[src/rtl/dlmac_pkg.sv]
package dlmac_pkg;
   // Operation mode as applied on the 2-bit mode port
   typedef struct packed {
      logic sat;   // bit 1: clamp on signed overflow
      logic sub;   // bit 0: subtract product from accumulator
   } mac_mode_t;

   function automatic logic [1:0] mode_bits(input mac_mode_t m);
      return {m.sat, m.sub};
   endfunction
endpackage

[src/rtl/dlmac_lane.sv]
// One lane: truncated product and 33-bit signed add/subtract
module dlmac_lane #(
   parameter int LANE_W = 32
) (
   input  logic [LANE_W-1:0] acc_w,
   input  logic [LANE_W-1:0] a_w,
   input  logic [LANE_W-1:0] b_w,
   input  logic              do_sub,
   output logic [LANE_W:0]   wide_sum
);
   localparam int EXT_W = LANE_W + 1;

   logic [LANE_W-1:0] prod_lo;
   logic [EXT_W-1:0]  acc_ext;
   logic [EXT_W-1:0]  prod_ext;

   // assignment context is LANE_W wide, so only the low half is formed
   assign prod_lo  = a_w * b_w;
   assign acc_ext  = {acc_w[LANE_W-1], acc_w};
   assign prod_ext = {prod_lo[LANE_W-1], prod_lo};

   always_comb begin
      if (do_sub) wide_sum = acc_ext - prod_ext;
      else        wide_sum = acc_ext + prod_ext;
   end
endmodule

[src/rtl/dlmac_clamp.sv]
// Overflow detection and clamp/wrap selection for one lane
module dlmac_clamp #(
   parameter int LANE_W = 32
) (
   input  logic [LANE_W:0]   wide_sum,
   input  logic              sat_en,
   output logic [LANE_W-1:0] lane_next,
   output logic              lane_ovf
);
   localparam logic [LANE_W-1:0] POS_LIM = {1'b0, {(LANE_W-1){1'b1}}};
   localparam logic [LANE_W-1:0] NEG_LIM = {1'b1, {(LANE_W-1){1'b0}}};

   logic top_bit;
   logic sign_bit;

   assign top_bit  = wide_sum[LANE_W];
   assign sign_bit = wide_sum[LANE_W-1];
   assign lane_ovf = sat_en & (top_bit ^ sign_bit);

   always_comb begin
      if (lane_ovf) lane_next = top_bit ? NEG_LIM : POS_LIM;
      else          lane_next = wide_sum[LANE_W-1:0];
   end
endmodule

[src/rtl/dlmac_dual.sv]
module dlmac_dual
   import dlmac_pkg::*;
#(
   parameter int LANES  = 2,
   parameter int LANE_W = 32,
   localparam int DATA_W = LANES * LANE_W
) (
   input  logic              clk,
   input  logic              rst,
   input  logic              in_valid,
   input  logic [1:0]        mode,
   input  logic [DATA_W-1:0] op_a,
   input  logic [DATA_W-1:0] op_b,
   input  logic              ld_en,
   input  logic [DATA_W-1:0] ld_data,
   output logic              res_valid,
   output logic [DATA_W-1:0] result,
   output logic [LANES-1:0]  ovf_lane,
   output logic [LANES-1:0]  ovf_sticky
);
   // elaboration-time parameter checks
   generate
      if (LANE_W < 2) begin : g_bad_width
         $error("dlmac_dual: LANE_W must be at least 2");
      end
      if (LANES < 1) begin : g_bad_lanes
         $error("dlmac_dual: LANES must be at least 1");
      end
   endgenerate

   mac_mode_t         md;
   logic [DATA_W-1:0] acc_q;
   logic [DATA_W-1:0] acc_next;
   logic [LANES-1:0]  ovf_next;
   logic [LANES-1:0]  ovf_q;
   logic [LANES-1:0]  sticky_q;
   logic              vld_q;
   logic              op_take;

   assign md      = mac_mode_t'(mode);
   assign op_take = in_valid & ~ld_en;

   generate
      for (genvar g = 0; g < LANES; g++) begin : g_lane
         logic [LANE_W:0] sum_w;

         dlmac_lane #(.LANE_W(LANE_W)) u_lane (
            .acc_w    (acc_q[g*LANE_W +: LANE_W]),
            .a_w      (op_a[g*LANE_W +: LANE_W]),
            .b_w      (op_b[g*LANE_W +: LANE_W]),
            .do_sub   (md.sub),
            .wide_sum (sum_w)
         );

         dlmac_clamp #(.LANE_W(LANE_W)) u_clamp (
            .wide_sum  (sum_w),
            .sat_en    (md.sat),
            .lane_next (acc_next[g*LANE_W +: LANE_W]),
            .lane_ovf  (ovf_next[g])
         );
      end
   endgenerate

   always_ff @(posedge clk) begin
      if (rst) begin
         acc_q    <= '0;
         ovf_q    <= '0;
         sticky_q <= '0;
         vld_q    <= 1'b0;
      end else begin
         vld_q <= op_take;
         if (ld_en) begin
            acc_q <= ld_data;
         end else if (in_valid) begin
            acc_q <= acc_next;
            if (md.sat) begin
               ovf_q    <= ovf_next;
               sticky_q <= sticky_q | ovf_next;
            end
         end
      end
   end

   assign result     = acc_q;
   assign res_valid  = vld_q;
   assign ovf_lane   = ovf_q;
   assign ovf_sticky = sticky_q;
endmodule

[config.mk]
export PLATFORM = sky130hd
export DESIGN_NAME = dlmac_dual
export DESIGN_NICKNAME = d
export VERILOG_FILES = /design/src/rtl/dlmac_pkg.sv /design/src/rtl/dlmac_lane.sv /design/src/rtl/dlmac_clamp.sv /design/src/rtl/dlmac_dual.sv
export SDC_FILE = /design/constraint.sdc
export NUM_CORES = 2
export LEC_CHECK = 0
export ABC_AREA = 1
export ABC_CLOCK_PERIOD_IN_PS = 13900
export BUFFER_PORTS_ARGS = -buffer_cell sky130_fd_sc_hd__buf_2
export CAP_MARGIN = 20
export CORE_ASPECT_RATIO = 1.1
export CORE_MARGIN = 3
export CORE_UTILIZATION = 55
export CTS_CLUSTER_SIZE = 12
export DETAILED_ROUTE_END_ITERATION = 16
export GPL_ROUTABILITY_DRIVEN = 1
export PLACE_DENSITY = 0.73
export SKIP_LAST_GASP = 1
export SLEW_MARGIN = 0
export SYNTH_ARGS = -nofsm -noshare
export SYNTH_HDL_FRONTEND = slang
export SYNTH_SLANG_ARGS = --single-unit
[constraint.sdc]
create_clock -name clk -period 13.9 [get_ports clk]
set_input_delay 2.085 -clock clk [delete_from_list [all_inputs] [get_ports clk]]
set_output_delay 2.085 -clock clk [all_outputs]
set_load 0.02 [all_outputs]
# == After elaboration in Yosys (flattened, before gate mapping) ==
# Index checks and enable logic that the tools add are counted.
# word_totals
romBits,0
input_bits,198
wordCells,27
output_inout_bits,69
mem_count,0
latchBits,0
ramBits,0
ff_bits,69
# classes
n_eq_ne,0
div,0
mux,8
bitwise_logic,7
n_addsub,4
shifts,0
n_reduce_logical,2
mul,2
magnitude_cmp,0
# op_table
cell,count
2-to-1 mux 32 bit,4
2-to-1 mux 64 bit,2
adder 32 x 32 -> 33 bit,2
2-to-1 mux 33 bit,2
subtractor 32 x 32 -> 33 bit,2
multiplier 32 x 32 -> 32 bit,2
AND 1 bit,3
AND reduction 3 bit,1
OR 2 bit,1
nonzero test 2 bit,1
bitwise XOR 1 bit,2
inverter 1 bit,1

# == Depth between registers and ports, before layout ==
# logic_depth
depth_word,8
depth_mapped,54
ltp_nobuf,51

# == By module ==
# From an unflattened synthesis, not the netlist that was laid out.
# hier_totals
hier_cells,6190
hier_area_um2,42882.4
# modules_own_cells
module,area_each_um2,cells_per_inst,instances,seq_area_each_um2
dlmac_lane at g_lane[0].u_lane,19652.6,2822,1,0.0
dlmac_lane at g_lane[1].u_lane,19332.3,2707,1,0.0
dlmac_dual,3266.9,503,1,1381.3
dlmac_clamp,315.3,79,2,0.0

# == Least setup slack after synthesis ==
# OpenSTA, ideal clock, no wires.
# synth_timing
kind,in2reg
startpoint,input op_b[5]
endpoint,"register acc_q[16], in the netlist result[16]"
required_ns,13.768
n_path_buf,3
stages,47
path_slack_ns,3.242
setup_time_ns,0.132
arrival_ns,10.526
path_cell_list,clkbuf_1 clkbuf_1 nand2_1 inv_1 fa_1 fa_1 fa_1 inv_1 fa_1 inv_1 fa_1 inv_1 fa_1 inv_1 fa_1 fa_1 ha_1 nand2_1 (+11 left out) o21ai_0 xor2_1 ha_1 inv_1 nor4_1 nand4_1 nand2_1 xor2_1 inv_1 nand3_1 nand2_2 nand2_1 nand3_2 buf_6 nand2_1 nand2_1 nand2_1 a21oi_1
# synth_between
elab_chain_len,8
word_cells_on_any_way,10
classes_between,2 x add/sub; 1 x mul; 5 x mux; 2 x bitwise
# synth_rtl
element,line_no,text
"start, declared",dlmac_dual.sv:13,"input logic [DATA_W-1:0] op_b,"
multiplier 32 x 32 -> 32 bit *,dlmac_lane.sv:18,assign prod_lo = a_w * b_w;
adder 32 x 32 -> 33 bit / subtractor 32 x 32 -> 33 bit (equally long branches),"dlmac_lane.sv:24, dlmac_lane.sv:23",
2-to-1 mux 33 bit *,dlmac_lane.sv:23,if (do_sub) wide_sum = acc_ext - prod_ext;
bitwise XOR 1 bit,dlmac_clamp.sv:18,assign lane_ovf = sat_en & (top_bit ^ sign_bit);
AND 1 bit,dlmac_clamp.sv:18,
2-to-1 mux 32 bit *,dlmac_clamp.sv:21,if (lane_ovf) lane_next = top_bit ? NEG_LIM : POS_LIM;
2-to-1 mux 64 bit *,dlmac_dual.sv:74,end else if (in_valid) begin
2-to-1 mux 64 bit *,dlmac_dual.sv:72,if (ld_en) begin
"end signal, assigned",dlmac_dual.sv:73,acc_q <= ld_data;
"end signal, assigned",dlmac_dual.sv:75,acc_q <= acc_next;
"end, declared",dlmac_dual.sv:32,logic [DATA_W-1:0] acc_q;
# Every way passes the cells marked *; elsewhere a longest branch is shown, timed or not. The select of a mux whose other input is x is not followed.
# A chain may end at the register's enable or synchronous reset.

# == Final worst setup path ==
# layout_timing
startpoint,input op_b[34]
endpoint,"register acc_q[49], in the netlist result[49]"
# Same word-level chain as after synthesis.

==> flow_summary.json <==
{
  "ys_ff_latch": 69,
  "yosysUniqueCellTypes": 56,
  "viasPerCell": 5.30,
  "synth_edf_count": 0,
  "synth_simple_gate_area_frac": 0.197,
  "tritoncts": "built",
  "hold_violations": 0,
  "clk_pin_slew_ps": 60,
  "numPortBuffers": 266,
  "grt_pass1_vias": 37200,
  "cts_root_buf": "clkbuf_16",
  "design.die.area_um2": 77900,
  "synth_top_family_by_area": "adder cells",
  "worst_pin_slew_ps": 1060,
  "cts.sinks": 69,
  "status": "finished, final reports clean",
  "drc_errors": 0,
  "wire_per_inst_um": 17.9,
  "avgSynthCellArea_um2": 7.22,
  "dp_hpwl_um": 96100,
  "worstSetupStartpointType": "input pin",
  "synth_area_leaders": "fa_1 (40%), nand2_1 (15%), inv_1 (15%)",
  "post_cts_buffers": 0,
  "slew_viol_final": 0,
  "period_share": 0.854,
  "min_period_ps": 11870,
  "fin_setup_tns_ps": 0,
  "synthAdderAreaFrac": 0.494,
  "grt_pass1_wl_um": 194000,
  "drt-pass1-iter-count": 6,
  "max_freq_mhz": 84.2,
  "use_met1": 0.396,
  "setup_slack_ps": 2030,
  "rsz0062_at_grt": "false",
  "synth_top_area_cell": "fa_1",
  "arrival_ps": 12060,
  "start_util": 0.558,
  "critical_path_class": "input pin to register",
  "yosys-top-cells-count": "nand2_1 (1677), inv_1 (1595), fa_1 (818)",
  "antenna_left": 0,
  "dr_total_vias": 35400,
  "synth_top_area_frac": 0.399,
  "drv_cap": 0,
  "cts_buffers": 9,
  "htree_levels": 3,
  "cp_slowest_stage_delay_ps": 620,
  "pre_cts_ws_ps": 1780,
  "final-setup-viol-count": 0,
  "met3_usage": 0.0374,
  "busiest_layer": "met2",
  "grt.total_usage": 0.315,
  "endpoint_kind": "register",
  "drive_gt1_frac": 0.0604,
  "clockBufferDepth": 2,
  "synth_flop_cell": "dfxtp_1",
  "grt_max_degree": 57,
  "synth_warnings": 0,
  "synth_xor_area_frac": 0.0508,
  "async_flop_share": 0,
  "cts_hold_buf": 0,
  "gp_congestion": 0.984,
  "nNetsFinal": 7050,
  "clock_latency_ps": 350,
  "cp.required_ps": 14090,
  "chipWidth_um": 266,
  "met2_usage": 0.547,
  "synth_most_common_cell": "nand2_1",
  "area_growth_pct": 4.72,
  "antenna_found_initial": 4,
  "syn_nets": 7008,
  "fin_skew_ps": 11.8,
  "routed_wl_um": 120000,
  "ioPinCount": 267,
  "hp-class": "register to register",
  "cts_resized": 0,
  "crit_fanout": 30,
  "yosys-mux-area-fraction": 0,
  "die_h_um": 292,
  "drt_iter0_markers": 2339,
  "grt.overflow.total": 0,
  "placeableCoreArea_um2": 73500,
  "worst_path_max_delay_cell": "nand3_1",
  "syn_inst": 5680,
  "synth_compound_area_frac": 0.0534,
  "syn_area_um2": 41000,
  "yosysSeqAreaShare": 0.0337,
  "slew-limit-headroom": 0.294,
  "num_rows": 104
}
[metal layers]
layer | part of all wire | vias up | routed length [um]
met1 | 0.39 | 17300 | 46300
met2 | 0.49 | 1436 | 58500
met5 | 0 | - | 0
met3 | 0.070 | 306 | 8320
li1 | - | 16400 | -
met4 | 0.054 | 0 | 6420
[final cells by class]
class / instances / area (um^2)
flip-flops and latches: 69 / 1380
fillers: 6994 / 30600
diodes: 3 / 7.51
clock inverters: 5 / 83.8
clock buffers: 11 / 243
repair buffers: 274 / 1400
well taps: 954 / 1190
inverters: 1603 / 6020
multi-input cells: 3765 / 32600
[worst max-delay path, delay by kind of cell]
| kind | cells | cell delay [ps] |
|---|---|---|
| adders and majority gates | 10 | 4770 |
| and+or+nand+nor | 16 | 2570 |
| buffers and inverters | 10 | 1220 |
| AOI/OAI and AO/OA | 6 | 1120 |
| xor gates and xnor gates | 2 | 270 |
[path summary, 6_finish.rpt]
| kind | start | to | slack, ps | cells past startpoint |
|---|---|---|---|---|
| max | op_b[34] | result[49] | 2030 | 44 |
| min reg2reg | ovf_sticky[1] | ovf_sticky[1] | 460 | 2 |
| max reg2reg | result[0] | result[28] | 9870 | 22 |
| min | ovf_sticky[1] | ovf_sticky[1] | 460 | 2 |
[state kept, by name, summed over array words and instances, names as in the netlist]
register,count
ovf_lane,2
ovf_sticky,2
res_valid,1
result,64
[cell usage in the layout (no fill, tap or decap), types with 3 or more instances in the layout]
cell type / instances
nand3_2: 8
a21oi_2: 5
nand2_2: 11
o221ai_1: 13
clkbuf_16: 9
nand3b_1: 8
nand2_1: 1677
and2_1: 4
nor3_1: 17
xor2_1: 143
inv_1: 1595
o31ai_1: 3
buf_2: 266
fa_1: 818
diode_2: 3
a21o_1: 9
a22oi_1: 43
nor2_1: 129
buf_4: 7
xnor2_1: 91
nor4_1: 7
o211ai_1: 4
inv_2: 5
o21ai_0: 65
o21bai_1: 11
a211oi_1: 4
ha_1: 312
a21oi_1: 184
nand3_1: 97
dfxtp_1: 69
a31oi_1: 6
o21ai_1: 7
nor2_2: 10
a221oi_1: 3
nand4_1: 35
o22ai_1: 9
or2_2: 8
a21boi_1: 4
clkinv_1: 3
[kinds of logic after synthesis]
family	after synthesis
and+or+nand+nor	2024
buffers and inverters	1846
adders and majority gates	1130
AOI/OAI and AO/OA	375
xor gates and xnor gates	236
DFF	69
[per-stage QoR]
step / hold slack, ps / instance area, um^2 / cells / utilization
4_1_cts: 457 / 42900 / 6680 / 0.584
6_report: 459 / 43000 / 6684 / 0.584
5_1_grt: 479 / 43000 / 6684 / 0.584
3_3_place_gp: 439 / 42600 / 6664 / 0.580
3_5_place_dp: 447 / 42600 / 6664 / 0.580
2_1_floorplan: 526 / 41000 / 5680 / -
Power is not shown: default switching activity piles up to over one toggle a cycle in this logic, so the estimate is an artifact.
